<file path="src/rtl/dsl_pkg.sv">
`timescale 1ns/1ps
package dsl_pkg;
    localparam int NCH = 2;
    localparam logic [6:0] REG_CFG = 7'h21;
    localparam logic [6:0] REG_LIM = 7'h22;

    typedef struct packed {
        logic           valid;
        logic           write;
        logic           sel;
        logic [1:0]     port;
        logic [NCH-1:0] ack;
        logic           eot;
    } bus_ev_t;

    typedef struct packed {
        logic tc_en;
        logic en;
    } cfg_t;

    function automatic logic cmd_is_write(input logic [7:0] code);
        return code[7];
    endfunction
endpackage

</file>
<file path="src/rtl/dsl_capture.sv">
`timescale 1ns/1ps
module dsl_capture
    import dsl_pkg::*;
#(
    parameter int DW = 16
) (
    input  logic           clk,
    input  logic           rst,
    input  logic           cs_n,
    input  logic [1:0]     addr,
    input  logic           rd_n,
    input  logic           wr_n,
    input  logic [NCH-1:0] dack_n,
    input  logic           eot_n,
    input  logic [DW-1:0]  din,
    output bus_ev_t        ev,
    output logic [DW-1:0]  ev_data
);
    logic           rd_q, wr_q, cs_q, eot_q;
    logic [1:0]     addr_q;
    logic [NCH-1:0] ack_q;
    logic [DW-1:0]  din_q;

    always_ff @(posedge clk) begin
        if (rst) begin
            rd_q    <= 1'b1;
            wr_q    <= 1'b1;
            cs_q    <= 1'b1;
            eot_q   <= 1'b1;
            addr_q  <= '0;
            ack_q   <= '1;
            din_q   <= '0;
            ev      <= '0;
            ev_data <= '0;
        end else begin
            rd_q     <= rd_n;
            wr_q     <= wr_n;
            cs_q     <= cs_n;
            eot_q    <= eot_n;
            addr_q   <= addr;
            ack_q    <= dack_n;
            din_q    <= din;
            // trailing edge: low on the previous sample, high now
            ev.valid <= (!rd_q && rd_n) || (!wr_q && wr_n);
            ev.write <= !wr_q && wr_n;
            ev.sel   <= !cs_q;
            ev.port  <= addr_q;
            ev.ack   <= ~ack_q;
            ev.eot   <= !eot_q;
            ev_data  <= din_q;
        end
    end
endmodule

</file>
<file path="src/rtl/dsl_chan.sv">
`timescale 1ns/1ps
module dsl_chan
    import dsl_pkg::*;
#(
    parameter int DW = 16,
    parameter int CW = 16
) (
    input  logic          clk,
    input  logic          rst,
    input  logic          cmd_wr,
    input  logic [7:0]    cmd_code,
    input  logic          reg_acc,
    input  logic          reg_write,
    input  logic [CW-1:0] wdata,
    input  logic          dma_word,
    input  logic          dma_eot,
    output logic          dreq_o,
    output logic          pend_o,
    output logic [DW-1:0] rd_val_o
);
    logic [7:0]    code_q;
    logic          pend_q;
    cfg_t          cfg_q;
    logic [CW-1:0] lim_q, cnt_q;
    logic          hit, wr_cfg, wr_lim, end_now;

    assign hit     = cfg_q.en && cfg_q.tc_en && (cnt_q >= lim_q);
    assign wr_cfg  = reg_acc && reg_write && cmd_is_write(code_q) && (code_q[6:0] == REG_CFG);
    assign wr_lim  = reg_acc && reg_write && cmd_is_write(code_q) && (code_q[6:0] == REG_LIM);
    assign end_now = hit || (dma_word && dma_eot);
    assign dreq_o  = cfg_q.en && !hit;
    assign pend_o  = pend_q;

    always_comb begin
        rd_val_o = '0;
        if (pend_q && !cmd_is_write(code_q)) begin
            if (code_q[6:0] == REG_CFG)      rd_val_o = DW'({cfg_q.tc_en, cfg_q.en});
            else if (code_q[6:0] == REG_LIM) rd_val_o = DW'(lim_q);
        end
    end

    always_ff @(posedge clk) begin
        if (rst) begin
            code_q <= '0;
            pend_q <= 1'b0;
            cfg_q  <= '0;
            lim_q  <= '0;
            cnt_q  <= '0;
        end else begin
            if (cmd_wr) begin
                code_q <= cmd_code;
                pend_q <= 1'b1;
            end else if (reg_acc) begin
                pend_q <= 1'b0;
            end
            if (wr_lim) lim_q <= wdata;
            if (wr_cfg) begin
                cfg_q.en    <= wdata[0];
                cfg_q.tc_en <= wdata[1];
                cnt_q       <= '0;
            end else if (end_now) begin
                cfg_q.en <= 1'b0;
                cnt_q    <= '0;
            end else if (dma_word) begin
                cnt_q <= cnt_q + 1'b1;
            end
        end
    end

    // a word strobed with end-of-transfer ends the channel
    p_eot_ends_r7: assert property (@(posedge clk) disable iff (rst)
        (dma_word && dma_eot) |=> !dreq_o);
    // the word that brings the count to the limit drops the request
    p_tc_ends_r6: assert property (@(posedge clk) disable iff (rst)
        (dma_word && cfg_q.tc_en && ((cnt_q + 1'b1) == lim_q)) |=> !dreq_o);
    // whenever the enable falls, the count is back at zero
    p_clr_on_end_r8: assert property (@(posedge clk) disable iff (rst)
        $fell(cfg_q.en) |-> (cnt_q == '0));
endmodule

</file>
<file path="src/rtl/dual_dma_slave.sv">
`timescale 1ns/1ps
module dual_dma_slave
    import dsl_pkg::*;
#(
    parameter int DATA_W = 16,
    parameter int CNT_W  = 16
) (
    input  logic                  clk,
    input  logic                  rst,
    input  logic                  cs_n,
    input  logic [1:0]            addr,
    input  logic                  rd_n,
    input  logic                  wr_n,
    input  logic [DATA_W-1:0]     din,
    output logic [DATA_W-1:0]     dout,
    input  logic [1:0]            dack_n,
    input  logic                  eot_n,
    output logic [1:0]            dreq,
    output logic [1:0]            buf_we,
    output logic [1:0]            buf_re,
    output logic [DATA_W-1:0]     buf_wdata,
    input  logic [2*DATA_W-1:0]   buf_rdata
);
    bus_ev_t                      ev;
    logic [DATA_W-1:0]            ev_data;
    logic [NCH-1:0]               pend_w, grant;
    logic [NCH-1:0][DATA_W-1:0]   rdv_w;
    logic                         pio;

    dsl_capture #(.DW(DATA_W)) u_cap (
        .clk(clk), .rst(rst), .cs_n(cs_n), .addr(addr), .rd_n(rd_n), .wr_n(wr_n),
        .dack_n(dack_n), .eot_n(eot_n), .din(din), .ev(ev), .ev_data(ev_data)
    );

    // lowest channel with a live request takes the acknowledged word
    always_comb begin
        logic taken;
        taken = 1'b0;
        grant = '0;
        for (int i = 0; i < NCH; i++) begin
            if (!taken && ev.valid && ev.ack[i] && dreq[i]) begin
                grant[i] = 1'b1;
                taken    = 1'b1;
            end
        end
    end

    assign pio       = ev.valid && ev.sel && (grant == '0);
    assign buf_wdata = ev_data;

    for (genvar g = 0; g < NCH; g++) begin : g_ch
        localparam logic SIDE = (g != 0);
        logic on_side, cmd_hit, data_hit, buf_hit;
        assign on_side  = pio && (ev.port[1] == SIDE);
        assign cmd_hit  = on_side && ev.port[0];
        assign data_hit = on_side && !ev.port[0];
        assign buf_hit  = grant[g] || (data_hit && !pend_w[g]);
        assign buf_we[g] = buf_hit && ev.write;
        assign buf_re[g] = buf_hit && !ev.write;

        dsl_chan #(.DW(DATA_W), .CW(CNT_W)) u_chan (
            .clk(clk), .rst(rst),
            .cmd_wr(cmd_hit && ev.write), .cmd_code(ev_data[7:0]),
            .reg_acc(data_hit && pend_w[g]), .reg_write(ev.write),
            .wdata(ev_data[CNT_W-1:0]),
            .dma_word(grant[g]), .dma_eot(ev.eot),
            .dreq_o(dreq[g]), .pend_o(pend_w[g]), .rd_val_o(rdv_w[g])
        );
    end

    always_comb begin
        logic found;
        found = 1'b0;
        dout  = '0;
        if (!rd_n) begin
            for (int i = 0; i < NCH; i++) begin
                if (!found && !dack_n[i] && dreq[i]) begin
                    dout  = buf_rdata[i*DATA_W +: DATA_W];
                    found = 1'b1;
                end
            end
            if (!found && !cs_n && !addr[0]) begin
                if (pend_w[addr[1]]) dout = rdv_w[addr[1]];
                else                 dout = buf_rdata[int'(addr[1])*DATA_W +: DATA_W];
            end
        end
    end

    // at most one buffer side moves a word per strobe
    p_one_side_r5: assert property (@(posedge clk) disable iff (rst)
        $onehot0(buf_we | buf_re));
    // a command port read drives zero
    p_cmd_rd_zero_r9: assert property (@(posedge clk) disable iff (rst)
        (!rd_n && !cs_n && addr[0] && (&dack_n)) |-> (dout == '0));
endmodule

</file>
<file path="config.mk">
export PLATFORM = sky130hd
export DESIGN_NAME = dual_dma_slave
export DESIGN_NICKNAME = d
export VERILOG_FILES = /design/src/rtl/dsl_pkg.sv /design/src/rtl/dsl_capture.sv /design/src/rtl/dsl_chan.sv /design/src/rtl/dual_dma_slave.sv
export SDC_FILE = /design/constraint.sdc
export NUM_CORES = 1
export LEC_CHECK = 0
export BUFFER_PORTS_ARGS = -buffer_cell sky130_fd_sc_hd__buf_2
export CAP_MARGIN = 20
export CORE_UTILIZATION = 50
export CTS_CLUSTER_SIZE = 30
export DETAILED_ROUTE_END_ITERATION = 7
export PLACE_DENSITY = 0.73
export SYNTH_ARGS = -nofsm -noshare
export SYNTH_HDL_FRONTEND = slang
export SYNTH_SLANG_ARGS = --single-unit
</file>
<file path="constraint.sdc">
create_clock -name clk -period 3.44 [get_ports clk]
set_input_delay 0 -clock clk [delete_from_list [all_inputs] [get_ports clk]]
set_output_delay 0 -clock clk [all_outputs]
set_load 0.03 [all_outputs]
</file>
==> results of run 1 <==
[per-layer routing]
layer / wire length (microns) / share of wire [%] / track usage, %
met2: 9490 / 47 / 46.1
met4: 649 / 3.2 / 11.6
met5: 0 / 0 / 0
met1: 8780 / 43 / 37.3
met3: 1450 / 7.1 / 8.41
[area by class of cell]
class / instances / share of cell area (%)
timing repair buffer: 140 / 10.7
clock inverter: 14 / 1.66
inverter: 47 / 2.08
tap: 180 / 2.61
clock buffer: 18 / 5.10
multi-input combinational: 572 / 46.7
sequential: 134 / 31.1
[flip-flops by register name, indices dropped and copies added (netlist names), 4 cells and up]
signal              flops
g_ch.u_chan.cnt_q      32
u_cap.din_q            16
g_ch.u_chan.cfg_q       4
g_ch.u_chan.lim_q      32
u_cap.ev_data          16
g_ch.u_chan.code_q     16
u_cap.ev                8
[cell families after synthesis]
| kind of cell | count (synthesis) | synth area share, % |
|---|---|---|
| buf+inv | 101 | 6.12 |
| mux | 36 | 5.07 |
| simple gates | 288 | 22.8 |
| fa+ha+maj | 34 | 5.98 |
| compound gates | 185 | 18.8 |
| flops | 134 | 37.7 |
| xor+xnor | 29 | 3.57 |
[worst min-delay path by stage]
stage	to	slack, ns	cells after the start
global route	u_cap.ev[7]	0.08	2
CTS	u_cap.ev[7]	0.05	2
global placement	u_cap.eot_q	0.19	2
finish	u_cap.ev[7]	0.07	2
detailed placement	u_cap.eot_q	0.19	2
floorplan	u_cap.eot_q	0.10	1
[layout by cell type, fill, tap and decap left out, drive strengths merged, types with 7 or more instances in the layout]
cell type,synthesis,layout
or3,17,17
buf,19,117
a22oi,17,17
nor3,39,39
dfxtp,134,134
a221oi,16,16
inv,46,52
xnor2,25,25
nor4,9,9
and4,7,7
nor2b,42,42
and3,8,8
a2111oi,15,15
o21ai,42,42
nor2,30,30
nand3,45,45
clkbuf,35,19
nand2b,27,27
nand2,28,28
mux2i,36,36
ha,34,34
nand4,14,14
dlygate4sd3,0,22
a21oi,60,60
[timing repair]
action,4_1_cts,5_1_grt
gates resized for setup,0,29
setup endpoints to repair,0,16
hold buffers,22,0
buffers inserted,0,1
hold endpoints to repair,23,0
[power by group]
group	internal, mW	switching [mW]	leakage (nW)
clock network	1.03	0.750	0.282
registers	1.58	0.0196	1.09
logic	0.0989	0.130	1.91
==> summary.txt, run 1 <==
Outcome
  • Status: complete, no violations

Clock network
  • Longest Clk Path Bufs: 2
  • Later-pin clock latency in the skew report: around 0.43 ns
  • Clk root buf: clkbuf_16
  • CTS Buf Count: 17
  • CTS tree: built
  • Clock sink total: roughly 130
  • Worst-path clk slew: around 0.06 ns
  • H-tree Lvls: 4

Die
  • I/O pin cnt: 96
  • Chip Width: 121 microns
  • Cell Rows: 43
  • Core area: 13,900 sq um
  • Die area: 14,700 sq um
  • Starting Density: 51.2%
  • Die Height: between 100 and 150 microns

Worst setup path
  • Worst reg-to-reg path cell count: 10
  • Startpoint Class: register
  • CP Depth: 12
  • Crit path max-delay family: compound AO/OA/AOI/OAI gates
  • Max stage delay cell, worst path: o41ai_1
  • Max FO, Critical Path: 19
  • Critical Path, Cell by Cell: inv_1 -> ha_1 -> a22o_1 -> o41ai_1 -> a41oi_2 -> buf_8 -> a211oi_4 -> buf_4 -> buf_6 -> a22oi_1 -> a21oi_1 -> clkbuf_4
  • Critical path arrival: ~3.3 ns
  • CP endpoint kind: primary output
  • Reg-to-Reg Start: g_ch[0].u_chan.lim_q[15]
  • Reg2reg setup slack: about 0.48 ns
  • Crit path to: dout[8]
  • Worst setup path start: g_ch[1].u_chan.lim_q[11]
  • R2R Path End: g_ch[0].u_chan.code_q[3]
  • Crit path buffers/inverters: 5
  • Slowest stage delay, CP: 0.50 ns
  • Crit path kind: reg2out
  • Critical Path RT: 3.44 ns

Drt
  • Routed WL: 20,400 microns
  • DR iter-0 viols: 698
  • Final ANT Viol Nets: 0
  • Remaining DRCs: 0
  • Via count: 6,584
  • WL/cell: about 18 microns
  • TritonRoute pass-1 iters: 5
  • Vias per cell: roughly 6

Power and ir drop
  • Pwr dens: 419 nW/um^2
  • Pleak: ~3.3 nW
  • Maximum VDD drop: 445 uV
  • Tot Pwr: about 3.6 mW

STA
  • WHS: 0.0733 ns
  • Final Cycle Share: 96.5%
  • Worst slew pin tran: between 0.8 and 0.9 ns
  • Setup ws final: 0.120 ns
  • Worst rel slew slack: roughly two fifths
  • Max Fclk: 0.301 GHz
  • Final-report max-slew violation count: 0
  • Hold Violations, Final: 0
  • Sum Neg Setup Slack: 0 ns
  • Final clock skew: around 0.0067 ns
  • Clock period minus worst slack: 3.32 ns
  • Unrepaired setup endpoints after global routing: false
  • # setup viols final: 0

Global routing
  • Initial antenna violation count: 0
  • Grt total ovfl: 0
  • Pin count of the biggest net entering global routing: 46
  • First-pass GRT wire length: 32,700 microns
  • All-layer global routing usage: 29.2%
  • Number of global-route vias before repair: 6,311

Min path
  • Min-Delay Startpoint: rd_n
  • Worst min-delay path class: in2reg

Cells and area
  • Core occupancy in the finished layout: 62.1%
  • Area of the multi-input gates: slightly above 4000 sq um
  • Fillers: 1,202
  • Nets: 1,004
  • Post-route cell area: 8610 sq um
  • Share of cells above drive strength 1: 20.5%
  • Fin cells: 1,105
  • # diodes: 0
  • Register area: 2680 sq um
  • Layout area overhead: 21.1%

Synthesis
  • Syn Area/Cell: 8.81 sq um
  • Predominant post-synthesis flop cell: dfxtp_1
  • Sequential area share after synthesis: 37.7%
  • Synthesized area: around 7100 sq um
  • EDFF count, synth: 0
  • Syn_nets: 899
  • Syn Inst Count: ~800
  • Most instantiated cells after synthesis: dfxtp_1, a21oi_1, inv_1, nand3_1, nor2b_1
  • Post-synth top area share: 37.7%
  • Asr flop ratio synth: 0%
  • Cell taking the most area after synthesis: dfxtp_1
  • Yosys reg bits: around 130
  • Synth unique cells: between 60 and 70
  • Area contributors post-synth: dfxtp_1, ha_1, mux2i_1
  • Count leader, synth: dfxtp_1
  • Synth Warn #: 0

Flow run
  • Maxcap violations: 0

Place
  • Placed Instances: 1,049
  • Port buffer count: 95
  • HPWL Detailed: 14,300 microns
  • Worst Setup Slack post-DPL: between 0.4 and 0.5 ns
  • Placed Area: 7740 sq um
  • Final GP Congestion: 0.976
No activity file was read; power rests on OpenSTA's default activity.
==> run 2: changes to the inputs <==
- CORE_UTILIZATION: 50 -> 58
- PLACE_DENSITY: 0.73 -> 0.82
==> summary.txt, run 2 (synthesis results as in run 1) <==
Drt
  • DR WL met3: 1890 microns
  • Routed WL: 20,500 microns
  • Met2 wire len: 9670 microns
  • Remaining DRCs: 0
  • Top Layer Used: met4
  • DR iter-0 viols: 710
  • Vias per cell: around 6.2
  • TritonRoute pass-1 iters: 5
  • WL/cell: 19.1 microns
  • Final ANT Viol Nets: 0
  • M1 WL: 8480 microns
  • Via count: approximately 6,700

STA
  • Sum Neg Setup Slack: 0 ns
  • Clock period minus worst slack: 3.30 ns
  • Worst slew pin tran: 1.06 ns
  • Hold Violations, Final: 0
  • # setup viols final: 0
  • Max Fclk: 0.303 GHz
  • Worst rel slew slack: 29.1%
  • Final Cycle Share: a little over nine tenths
  • Final-report max-slew violation count: 0
  • Final clock skew: 0.00845 ns
  • Unrepaired setup endpoints after global routing: false

Cells and area
  • Layout area overhead: 20.4%
  • Fillers: 865
  • Commonest non-fill, non-tap cells in the layout: dfxtp_1, buf_2, a21oi_1, inv_1, nand3_1
  • # diodes: 0
  • Core occupancy in the finished layout: a little under three quarters
  • Share of cells above drive strength 1: 20.2%
  • Nets: 1,004
  • Fin cells: roughly 1,100
  • Post-route cell area: between 8000 and 9000 sq um
  • Most common cell after layout, fill and taps aside: dfxtp_1
  • Largest registers: g_ch.u_chan.cnt_q (32), g_ch.u_chan.lim_q (32)

Worst setup path
  • Max FO, Critical Path: 12
  • Startpoint Class: register
  • Critical path arrival: 3.30 ns
  • CP endpoint kind: primary output
  • Slowest stage delay, CP: 0.40 ns
  • Crit path buffers/inverters: 3
  • Crit path kind: reg2out
  • Max stage delay cell, worst path: or3_1
  • Worst reg-to-reg path cell count: 10
  • CP Depth: 11
  • Critical Path, Cell by Cell: inv_1 -> ha_1 -> nand2_1 -> nor3_2 -> nand3b_1 -> a41oi_4 -> o21ai_0 -> buf_4 -> or3_1 -> a21oi_1 -> buf_2
  • Crit path max-delay family: simple AND/OR/NAND/NOR gates
  • Critical Path RT: 3.44 ns

Global routing
  • Number of global-route vias before repair: 6,255
  • First-pass GRT wire length: 32,300 microns
  • Grt total ovfl: 0
  • All-layer global routing usage: 33.1%
  • Initial antenna violation count: 0
  • Pin count of the biggest net entering global routing: just over 70

Clock network
  • Clk root buf: clkbuf_16
  • Worst-path clk slew: around 0.060 ns
  • Later-pin clock latency in the skew report: 0.43 ns
  • Longest Clk Path Bufs: 2
  • CTS tree: built
  • CTS Buf Count: 17
  • H-tree Lvls: 4
  • Clock sink total: 134

Die
  • Core area: 12,000 sq um
  • I/O pin cnt: 96
  • Die area: approximately 13,000 sq um
  • Die Height: about 110 microns
  • Chip Width: between 100 and 150 microns
  • Cell Rows: 40
  • Starting Density: 59.5%

Min path
  • Hold Path Depth: 2
  • Worst min-delay path class: in2reg

Outcome
  • Status: complete, no violations

Power and ir drop
  • Tot Pwr: 3.65 mW
  • Pleak: 3.28 nW
  • Maximum VDD drop: roughly 500 uV
  • Pwr dens: 426 nW/um^2

Flow run
  • Maxcap violations: 0

Place
  • HPWL Detailed: 13,500 microns
  • Placed Instances: 1,017
  • Placed Area: a little under 8000 sq um
  • Final GP Congestion: 0.951
  • Port buffer count: 95
## run 2: final cells by class
| type | count | area, sq um | share of cell area [%] |
|---|---|---|---|
| multi-input combinational | 572 | 4030 | 47.1 |
| sequential | 134 | 2680 | 31.3 |
| timing repair buffer | 140 | 893 | 10.4 |
| clock buffer | 20 | 447 | 5.22 |
| tap | 147 | 184 | 2.15 |
| inverter | 47 | 179 | 2.09 |
| clock inverter | 12 | 145 | 1.70 |
## run 2: power by group
| part | internal, mW | switching, mW | leakage (nW) |
|---|---|---|---|
| sequential | 1.58 | 0.0212 | 1.09 |
| combinational | 0.0967 | 0.129 | 1.90 |
| clock | 1.10 | 0.725 | 0.287 |
## run 2: worst reg2reg max path: cells and delay by family, from the launching register on
kind,cells,cell delay [ns]
buffers and inverters,2,0.27
flip-flops,1,0.34
AND/OR/NAND/NOR,4,0.96
AO/OA/AOI/OAI,2,0.78
adder cells (fa/ha/maj),1,0.30
multiplexers,1,0.32
## run 2: per-stage QoR
stage,hold WS (ns),setup slack [ns]
after floorplan,0.104,0.536
after global placement,0.184,0.360
after detailed placement,0.194,0.269
after CTS,0.0832,0.00674
after global routing,0.0925,0.00334
final,0.0923,0.140
## run 2: metal layers
metal	GRT usage (%)	vias to the layer above
met5	0	-
met4	11.9	0
met3	8.73	45
met2	53.6	341
met1	42.6	3159
li1	-	3126
## run 2: worst paths after layout
| kind | from | to | slack (ns) |
|---|---|---|---|
| hold / removal | rd_n | u_cap.ev[7] | 0.09 |
| hold reg to reg | u_cap.ack_q[0] | u_cap.ev[1] | 0.38 |
| setup / recovery | g_ch[1].u_chan.lim_q[11] | dout[4] | 0.14 |
| setup reg to reg | g_ch[1].u_chan.lim_q[11] | g_ch[0].u_chan.code_q[2] | 0.37 |
## run 2: what timing repair did
item | 4_1_cts | 5_1_grt
pin swaps | 1 | 0
endpoints found under the hold margin | 23 | 0
resized for setup | 1 | 4
hold buffers | 22 | 0
endpoints found under the setup margin | 2 | 13
setup buffers | 1 | 0
